===== config.mk =====
export PLATFORM = sky130hd
export DESIGN_NAME = ext_bus_ctrl
export DESIGN_NICKNAME = d
export VERILOG_FILES = /design/src/rtl/ebc_pkg.sv /design/src/rtl/ebc_width_dec.sv /design/src/rtl/ebc_wait_ctr.sv /design/src/rtl/ebc_lane_map.sv /design/src/rtl/ebc_strobe_gen.sv /design/src/rtl/ext_bus_ctrl.sv
export SDC_FILE = /design/constraint.sdc
export NUM_CORES = 1
export LEC_CHECK = 0
export BUFFER_PORTS_ARGS = -buffer_cell sky130_fd_sc_hd__buf_2
export CAP_MARGIN = 10
export CORE_MARGIN = 10
export CORE_UTILIZATION = 46
export DETAILED_ROUTE_END_ITERATION = 8
export GPL_ROUTABILITY_DRIVEN = 0
export GPL_TIMING_DRIVEN = 0
export HOLD_SLACK_MARGIN = 0.12
export PLACE_DENSITY = 0.73
export SLEW_MARGIN = 20
export SYNTH_ARGS = -nofsm -noshare
export SYNTH_HDL_FRONTEND = slang
export SYNTH_SLANG_ARGS = --single-unit
export TNS_END_PERCENT = 30

===== constraint.sdc =====
create_clock -name clk_i -period 2.03 [get_ports clk_i]
set_clock_uncertainty 0.2 [all_clocks]
set_input_delay 0.5075 -clock clk_i [delete_from_list [all_inputs] [get_ports clk_i]]
set_output_delay 0.5075 -clock clk_i [all_outputs]
set_load 0.02 [all_outputs]

===== src/rtl/ebc_pkg.sv =====
package ebc_pkg;
  typedef enum logic [2:0] {
    ST_IDLE = 3'd0,
    ST_ADDR = 3'd1,
    ST_DATA = 3'd2,
    ST_REC  = 3'd3,
    ST_INT  = 3'd4
  } bus_state_e;

  // encoding is {W1, W2}
  typedef enum logic [1:0] {
    WM_BAD = 2'b00,
    WM_N8  = 2'b01,
    WM_N16 = 2'b10,
    WM_PIN = 2'b11
  } width_mode_e;
endpackage


===== src/rtl/ebc_width_dec.sv =====
module ebc_width_dec
  import ebc_pkg::*;
(
  input  logic [1:0] mode_i,
  input  logic       pin_i,
  output logic       err_o,
  output logic       wide_o
);
  width_mode_e mode;
  assign mode = width_mode_e'(mode_i);

  always_comb begin
    err_o  = 1'b0;
    wide_o = 1'b0;
    case (mode)
      WM_N8:   wide_o = 1'b0;
      WM_N16:  wide_o = 1'b1;
      WM_PIN:  wide_o = pin_i;
      default: err_o  = 1'b1;
    endcase
  end
endmodule


===== src/rtl/ebc_wait_ctr.sv =====
module ebc_wait_ctr #(
  parameter int WAIT_W = 4
) (
  input  logic              clk_i,
  input  logic              rst_ni,
  input  logic              clr_i,
  input  logic              inc_i,
  input  logic [WAIT_W-1:0] limit_i,
  output logic              at_limit_o
);
  logic [WAIT_W-1:0] cnt_q;

  always_ff @(posedge clk_i or negedge rst_ni) begin
    if (!rst_ni)     cnt_q <= '0;
    else if (clr_i)  cnt_q <= '0;
    else if (inc_i)  cnt_q <= cnt_q + 1'b1;
  end

  assign at_limit_o = (cnt_q == limit_i);

  AST_WAIT_NO_PAST_LIMIT: assert property (@(posedge clk_i) disable iff (!rst_ni)
    inc_i |-> !at_limit_o);
endmodule


===== src/rtl/ebc_lane_map.sv =====
module ebc_lane_map #(
  parameter int BUS_W = 16
) (
  input  logic             cyc16_i,
  input  logic             word_i,
  input  logic             addr0_i,
  input  logic             upper_i,
  input  logic [BUS_W-1:0] wdata_i,
  input  logic [BUS_W-1:0] rbus_i,
  output logic             hi_lane_o,
  output logic [BUS_W-1:0] wbus_o,
  output logic [BUS_W/2-1:0] rbyte_o
);
  localparam int LANE_W = BUS_W / 2;

  logic [LANE_W-1:0] wbyte;

  assign hi_lane_o = cyc16_i && !word_i && addr0_i;
  assign wbyte     = upper_i ? wdata_i[BUS_W-1:LANE_W] : wdata_i[LANE_W-1:0];

  always_comb begin
    if (word_i)         wbus_o = wdata_i;
    else if (hi_lane_o) wbus_o = {wbyte, {LANE_W{1'b0}}};
    else                wbus_o = {{LANE_W{1'b0}}, wbyte};
  end

  assign rbyte_o = hi_lane_o ? rbus_i[BUS_W-1:LANE_W] : rbus_i[LANE_W-1:0];
endmodule


===== src/rtl/ebc_strobe_gen.sv =====
module ebc_strobe_gen
  import ebc_pkg::*;
(
  input  bus_state_e state_i,
  input  logic       we_i,
  input  logic       fetch_i,
  input  logic       cyc16_i,
  input  logic       word_i,
  input  logic       hi_lane_i,
  input  logic       lane_split_i,
  input  logic       addr_valid_i,
  output logic       addr_strobe_o,
  output logic       rd_no,
  output logic       wr_no,
  output logic       bhe_no,
  output logic       inst_o,
  output logic       ad_oe_o
);
  logic in_addr, in_data, in_rec, hi_used, lo_used;

  assign in_addr = (state_i == ST_ADDR);
  assign in_data = (state_i == ST_DATA);
  assign in_rec  = (state_i == ST_REC);
  assign hi_used = cyc16_i && (word_i || hi_lane_i);
  assign lo_used = !cyc16_i || word_i || !hi_lane_i;

  assign addr_strobe_o = addr_valid_i ? !(in_addr || in_data) : in_addr;
  assign rd_no         = !(in_data && !we_i);
  assign ad_oe_o       = in_addr || (in_data && we_i);
  assign inst_o        = (in_addr || in_data || in_rec) && fetch_i && !we_i;

  always_comb begin
    if (lane_split_i) begin
      wr_no  = !(in_data && we_i && lo_used);
      bhe_no = !(in_data && we_i && hi_used);
    end else begin
      wr_no  = !(in_data && we_i);
      bhe_no = !((in_addr || in_data) && hi_used);
    end
  end
endmodule


===== src/rtl/ext_bus_ctrl.sv =====
module ext_bus_ctrl
  import ebc_pkg::*;
#(
  parameter int BUS_W  = 16,
  parameter int WAIT_W = 4
) (
  input  logic              clk_i,
  input  logic              rst_ni,
  input  logic [1:0]        cfg_width_i,
  input  logic              cfg_lane_split_i,
  input  logic              cfg_addr_valid_i,
  input  logic [WAIT_W-1:0] cfg_max_wait_i,
  input  logic              req_i,
  input  logic              req_ext_i,
  input  logic              req_we_i,
  input  logic              req_word_i,
  input  logic              req_fetch_i,
  input  logic [BUS_W-1:0]  req_addr_i,
  input  logic [BUS_W-1:0]  req_wdata_i,
  input  logic              bus_width_i,
  input  logic              ready_i,
  input  logic [BUS_W-1:0]  ad_i,
  output logic [BUS_W-1:0]  ad_o,
  output logic              ad_oe_o,
  output logic              addr_strobe_o,
  output logic              rd_no,
  output logic              wr_no,
  output logic              bhe_no,
  output logic              inst_o,
  output logic [BUS_W-1:0]  rdata_o,
  output logic              done_o,
  output logic              busy_o,
  output logic              cfg_err_o
);
  localparam int LANE_W = BUS_W / 2;

  bus_state_e        state_q;
  logic [BUS_W-1:0]  addr_q, wdata_q, rdata_q, wbus;
  logic              we_q, word_q, fetch_q, cyc16_q, split_q, part_q;
  logic              wide_now, cycle_word, hi_lane, at_limit, leave, last_part;
  logic [LANE_W-1:0] rbyte;

  ebc_width_dec u_width (
    .mode_i (cfg_width_i),
    .pin_i  (bus_width_i),
    .err_o  (cfg_err_o),
    .wide_o (wide_now)
  );

  ebc_wait_ctr #(.WAIT_W(WAIT_W)) u_wait (
    .clk_i      (clk_i),
    .rst_ni     (rst_ni),
    .clr_i      (state_q == ST_ADDR),
    .inc_i      ((state_q == ST_DATA) && !leave),
    .limit_i    (cfg_max_wait_i),
    .at_limit_o (at_limit)
  );

  assign cycle_word = word_q && !split_q;
  assign leave      = ready_i || at_limit;
  assign last_part  = !(split_q && !part_q);

  ebc_lane_map #(.BUS_W(BUS_W)) u_lane (
    .cyc16_i   (cyc16_q),
    .word_i    (cycle_word),
    .addr0_i   (addr_q[0]),
    .upper_i   (split_q && part_q),
    .wdata_i   (wdata_q),
    .rbus_i    (ad_i),
    .hi_lane_o (hi_lane),
    .wbus_o    (wbus),
    .rbyte_o   (rbyte)
  );

  ebc_strobe_gen u_strb (
    .state_i       (state_q),
    .we_i          (we_q),
    .fetch_i       (fetch_q),
    .cyc16_i       (cyc16_q),
    .word_i        (cycle_word),
    .hi_lane_i     (hi_lane),
    .lane_split_i  (cfg_lane_split_i),
    .addr_valid_i  (cfg_addr_valid_i),
    .addr_strobe_o (addr_strobe_o),
    .rd_no         (rd_no),
    .wr_no         (wr_no),
    .bhe_no        (bhe_no),
    .inst_o        (inst_o),
    .ad_oe_o       (ad_oe_o)
  );

  always_ff @(posedge clk_i or negedge rst_ni) begin
    if (!rst_ni) begin
      state_q <= ST_IDLE;
      addr_q  <= '0;
      wdata_q <= '0;
      rdata_q <= '0;
      we_q    <= 1'b0;
      word_q  <= 1'b0;
      fetch_q <= 1'b0;
      cyc16_q <= 1'b0;
      split_q <= 1'b0;
      part_q  <= 1'b0;
    end else begin
      case (state_q)
        ST_IDLE: if (req_i && !cfg_err_o) begin
          addr_q  <= req_addr_i;
          wdata_q <= req_wdata_i;
          we_q    <= req_we_i;
          word_q  <= req_word_i;
          fetch_q <= req_fetch_i && req_ext_i;
          cyc16_q <= wide_now;
          split_q <= req_word_i && (!wide_now || req_addr_i[0]);
          part_q  <= 1'b0;
          state_q <= req_ext_i ? ST_ADDR : ST_INT;
        end
        ST_ADDR: state_q <= ST_DATA;
        ST_DATA: if (leave) begin
          state_q <= ST_REC;
          if (!we_q) begin
            if (cycle_word)  rdata_q <= ad_i;
            else if (part_q) rdata_q[BUS_W-1:LANE_W] <= rbyte;
            else             rdata_q <= {{LANE_W{1'b0}}, rbyte};
          end
        end
        ST_REC: if (!last_part) begin
          part_q  <= 1'b1;
          addr_q  <= addr_q + 1'b1;
          state_q <= ST_ADDR;
        end else begin
          state_q <= ST_IDLE;
        end
        default: state_q <= ST_IDLE;
      endcase
    end
  end

  always_comb begin
    if (state_q == ST_ADDR)                 ad_o = addr_q;
    else if (state_q == ST_DATA && we_q)    ad_o = wbus;
    else                                    ad_o = '0;
  end

  assign done_o  = ((state_q == ST_REC) && last_part) || (state_q == ST_INT);
  assign busy_o  = (state_q != ST_IDLE);
  assign rdata_o = rdata_q;

  AST_ERR_BLOCKS_START: assert property (@(posedge clk_i) disable iff (!rst_ni)
    (state_q == ST_IDLE && cfg_err_o) |=> (state_q == ST_IDLE));
  AST_DONE_AFTER_DATA: assert property (@(posedge clk_i) disable iff (!rst_ni)
    (done_o && state_q == ST_REC) |-> ($past(state_q) == ST_DATA));
  AST_CEIL_ENDS_DATA: assert property (@(posedge clk_i) disable iff (!rst_ni)
    (state_q == ST_DATA && at_limit) |=> (state_q == ST_REC));
  AST_INT_NO_STROBE: assert property (@(posedge clk_i) disable iff (!rst_ni)
    (state_q == ST_INT) |-> (rd_no && wr_no && !ad_oe_o));
  AST_BHE_QUIET_8BIT: assert property (@(posedge clk_i) disable iff (!rst_ni)
    (state_q != ST_IDLE && !cyc16_q) |-> bhe_no);
  AST_RD_WR_EXCL: assert property (@(posedge clk_i) disable iff (!rst_ni)
    !(!rd_no && !wr_no));
  AST_INST_READ_ONLY: assert property (@(posedge clk_i) disable iff (!rst_ni)
    inst_o |-> (!we_q && state_q != ST_INT));
  AST_SPLIT_FOLLOWS_REC: assert property (@(posedge clk_i) disable iff (!rst_ni)
    (state_q == ST_ADDR && part_q) |-> ($past(state_q) == ST_REC));
endmodule


==> impl_metrics.ini <==
[status]
status = finished, violations left
failed_checks = setup timing

[grt]
track_usage_pct = 21.2
grt_max_degree = 62
grt_pass1_vias = 4040
grt_overflow_total = 0
grt_first_pass_wirelength_mm = 20.2
antenna_found_initial = 0

[synthesis]
syn_inst = 420
synth_area_per_cell_um2 = 8.73
synth_cell_type_count = 48
ys_ff_latch = 61
synth.top_cells.by_area = dfrtp_1 (42%), nand2_1 (9.7%), mux2_2 (7.4%)
yosys_warnings = 0
synth_edf_count = 0
ys_async_sr_fraction_pct = 100
yosysSeqAreaShare_pct = 41.7
syn-cell-area_mm2 = 0.00366
synthFlopType = dfrtp_1
synth_top_area_share_pct = 41.7
yosys.area.top_type = dfrtp_1
synth_nets = 487

[power_and_ir_drop]
p_int_mw = 4.44
comb_power_share_pct = 59.8
power.total_mw = 8.23
seqPwrFrac_pct = 28.6
p_switching_mw = 3.78
ir_worst_vdd_v = 0.000817
clockPowerShare_pct = 11.6
switching_share_pct = 46.0
powerDensity_mw_per_mm2 = 1540
leakage_nw = 2.51

[sta]
fmaxAchievable_mhz = 410
relSlewSlack_pct = 45.6
rsz0062_at_grt = yes
worstMarginPinSlew_ns = 0.816
slew_viol_final = 0
hold_viol_final = 0
min_period_ns = 2.44
final.period_utilization_pct = 120
layout_setup_ws_ns = -0.406
fin_hold_ws_ns = 0.150
setup_viol = 75

[drt]
post_drt_wl_per_cell_um = 19.3
dr.pass1.iters = 5
antenna_left = 0
via_per_inst = 5.92
highest_layer = met4
drcViolationCount = 0
wl_met1_mm = 5.15
dr_wl_met2_mm = 6.20
vias = 3960
first_iter_violations = 295
drt-total-wl_mm = 12.9
wl_met3_mm = 1.19

[hold_path]
min_path_cells = 3
hold_path_class = input port to flop

[clocking]
clock_sinks = 61
cts_made_buffers = 9
clk_latency_ns = 0.34
clockRootBuffer = clkbuf_8
cts_buffer_depth = 2
clk_pin_slew_ns = 0.07
htreeDepth = 3
cts_tree = done

[run]
maxCapViolCount = 0

[final_layout]
ff_latch_area_mm2 = 0.00153
nets = 630
fillers = 564
drive_gt1_share_pct = 45.9
mostFrequentLayoutCells = buf_2 (86), nand2_1 (80), dfrtp_1 (57)
final_cells = 669
multi_input_area_mm2 = 0.00238
layout_commonest_cell = buf_2
area_delta_synth_final_pct = 46.2
utilization_pct = 69.3
diodes = 0

[placement]
dp.cells = 627
hpwl_mm = 8.95
port_buffers = 105

[floorplanning]
io_pins = 106
die_w_um = 109
die_h_um = 109
core-area_mm2 = 0.00773
dieArea_mm2 = 0.0119
rows = 32
start_util_pct = 47.4

[critical_path]
r2r_slack_ns = -0.28
crit_path_end_kind = output pin
start_kind = flop
r2r_cells = 7
cp_max_fo = 6
path_delay_family = flip-flops
arrival_ns = 1.73
crit_type = flop to output pin
crit_slowest_cell = dfrtp_2
worstPathRequired_ns = 1.32
path_cells = and2_4 -> nor2_4 -> mux2i_1 -> o21ai_2 -> buf_4
cp.depth = 5
critical_path_buf_inv_count = 1
max_stage_delay_ns = 0.45
[routing by layer]
metal | vias up | global-route usage [%]
li1 | 1800 | -
met3 | 43 | 5.78
met5 | - | 0
met2 | 227 | 34.5
met4 | 0 | 9.29
met1 | 1890 | 25.8
[cell type report]
cell class	instances	share of cell area, %
plain buffers	23	3.67
clock buffers	13	2.78
clock inverters	2	0.187
inverters	11	1.00
multi-input cells	323	44.5
flip-flops and latches	61	28.6
well taps	102	2.38
repair buffers	134	16.9
[worst min-delay path: stages]
cell     delay, ns
buf_2         0.07
nand2_1       0.04
nand2_1       0.04
[registers in the layout (all words and copies together) (netlist names)]
register / count
part_q: 1
fetch_q: 1
state_q: 3
word_q: 1
addr_q: 16
split_q: 1
cyc16_q: 1
we_q: 1
u_wait.cnt_q: 4
rdata_o: 16
wdata_q: 16
[path summary, 6_finish.rpt]
kind,startpoint,end
max,split_q,ad_o[8]
min,req_wdata_i[3],wdata_q[3]
max reg2reg,state_q[1],addr_q[0]
min reg2reg,fetch_q,fetch_q
max in group asynchronous,rst_ni,state_q[2]
min in group asynchronous,rst_ni,wdata_q[2]
[what timing repair did]
| item | CTS | global route |
|---|---|---|
| pin swaps | 11 | 5 |
| endpoints found under the hold margin | 61 | 0 |
| endpoints found under the setup margin | 75 | 79 |
| hold buffers | 1 | 0 |
| buffers inserted | 25 | 2 |
| resized for setup | 115 | 33 |
| cloned | 1 | 0 |
[logic make-up (layout without fill, tap and decap cells)]
kind of cell | count (synthesis) | count (layout) | synth area share (%)
AOI/OAI and AO/OA | 93 | 93 | 17.2
xor gates and xnor gates | 5 | 5 | 1.19
adders and majority gates | 2 | 2 | 0.683
buffers and inverters | 36 | 183 | 3.96
DFF | 61 | 61 | 41.7
muxes | 42 | 42 | 12.3
and+or+nand+nor | 181 | 181 | 23.0
[Yosys cell counts, types with 2 or more instances]
master,n
nand2b_1,2
nor2_1,19
o22ai_1,8
nor3_1,10
a31oi_1,8
a221o_1,3
dfrtp_1,61
and2_1,4
or2_2,4
a32oi_1,7
ha_1,2
a21o_1,4
a21oi_1,4
buf_2,7
a211oi_1,10
nor2b_1,3
and3_1,13
nand3_1,9
o31ai_1,2
inv_1,11
o21ai_0,34
xnor2_1,5
a311oi_1,4
clkbuf_1,15
nand2_1,95
mux2i_1,17
o211ai_1,3
mux2_2,24
nor4_1,4
or4_1,2
or3_1,2
nand4_1,7
buf_1,2
[power groups by stage]
stage	clock, mW	sequential [mW]	combinational (mW)
after floorplan	0	2.34	2.56
after global placement	0	2.27	3.67
after detailed placement	0	2.30	3.74
after CTS	0.959	2.29	4.67
after global routing	1.01	2.42	5.26
final	0.953	2.35	4.92
[metrics by stage]
step / cell area, um2 / setup WS [ns] / setup TNS (ns)
2_1_floorplan: 3850 / -0.124 / -1.05
3_3_place_gp: 4510 / -0.422 / -15.93
3_5_place_dp: 4510 / -0.465 / -17.00
4_1_cts: 5220 / -0.414 / -11.43
5_1_grt: 5360 / -0.465 / -18.61
6_report: 5360 / -0.406 / -12.71
(Power assumes the default switching activity.)
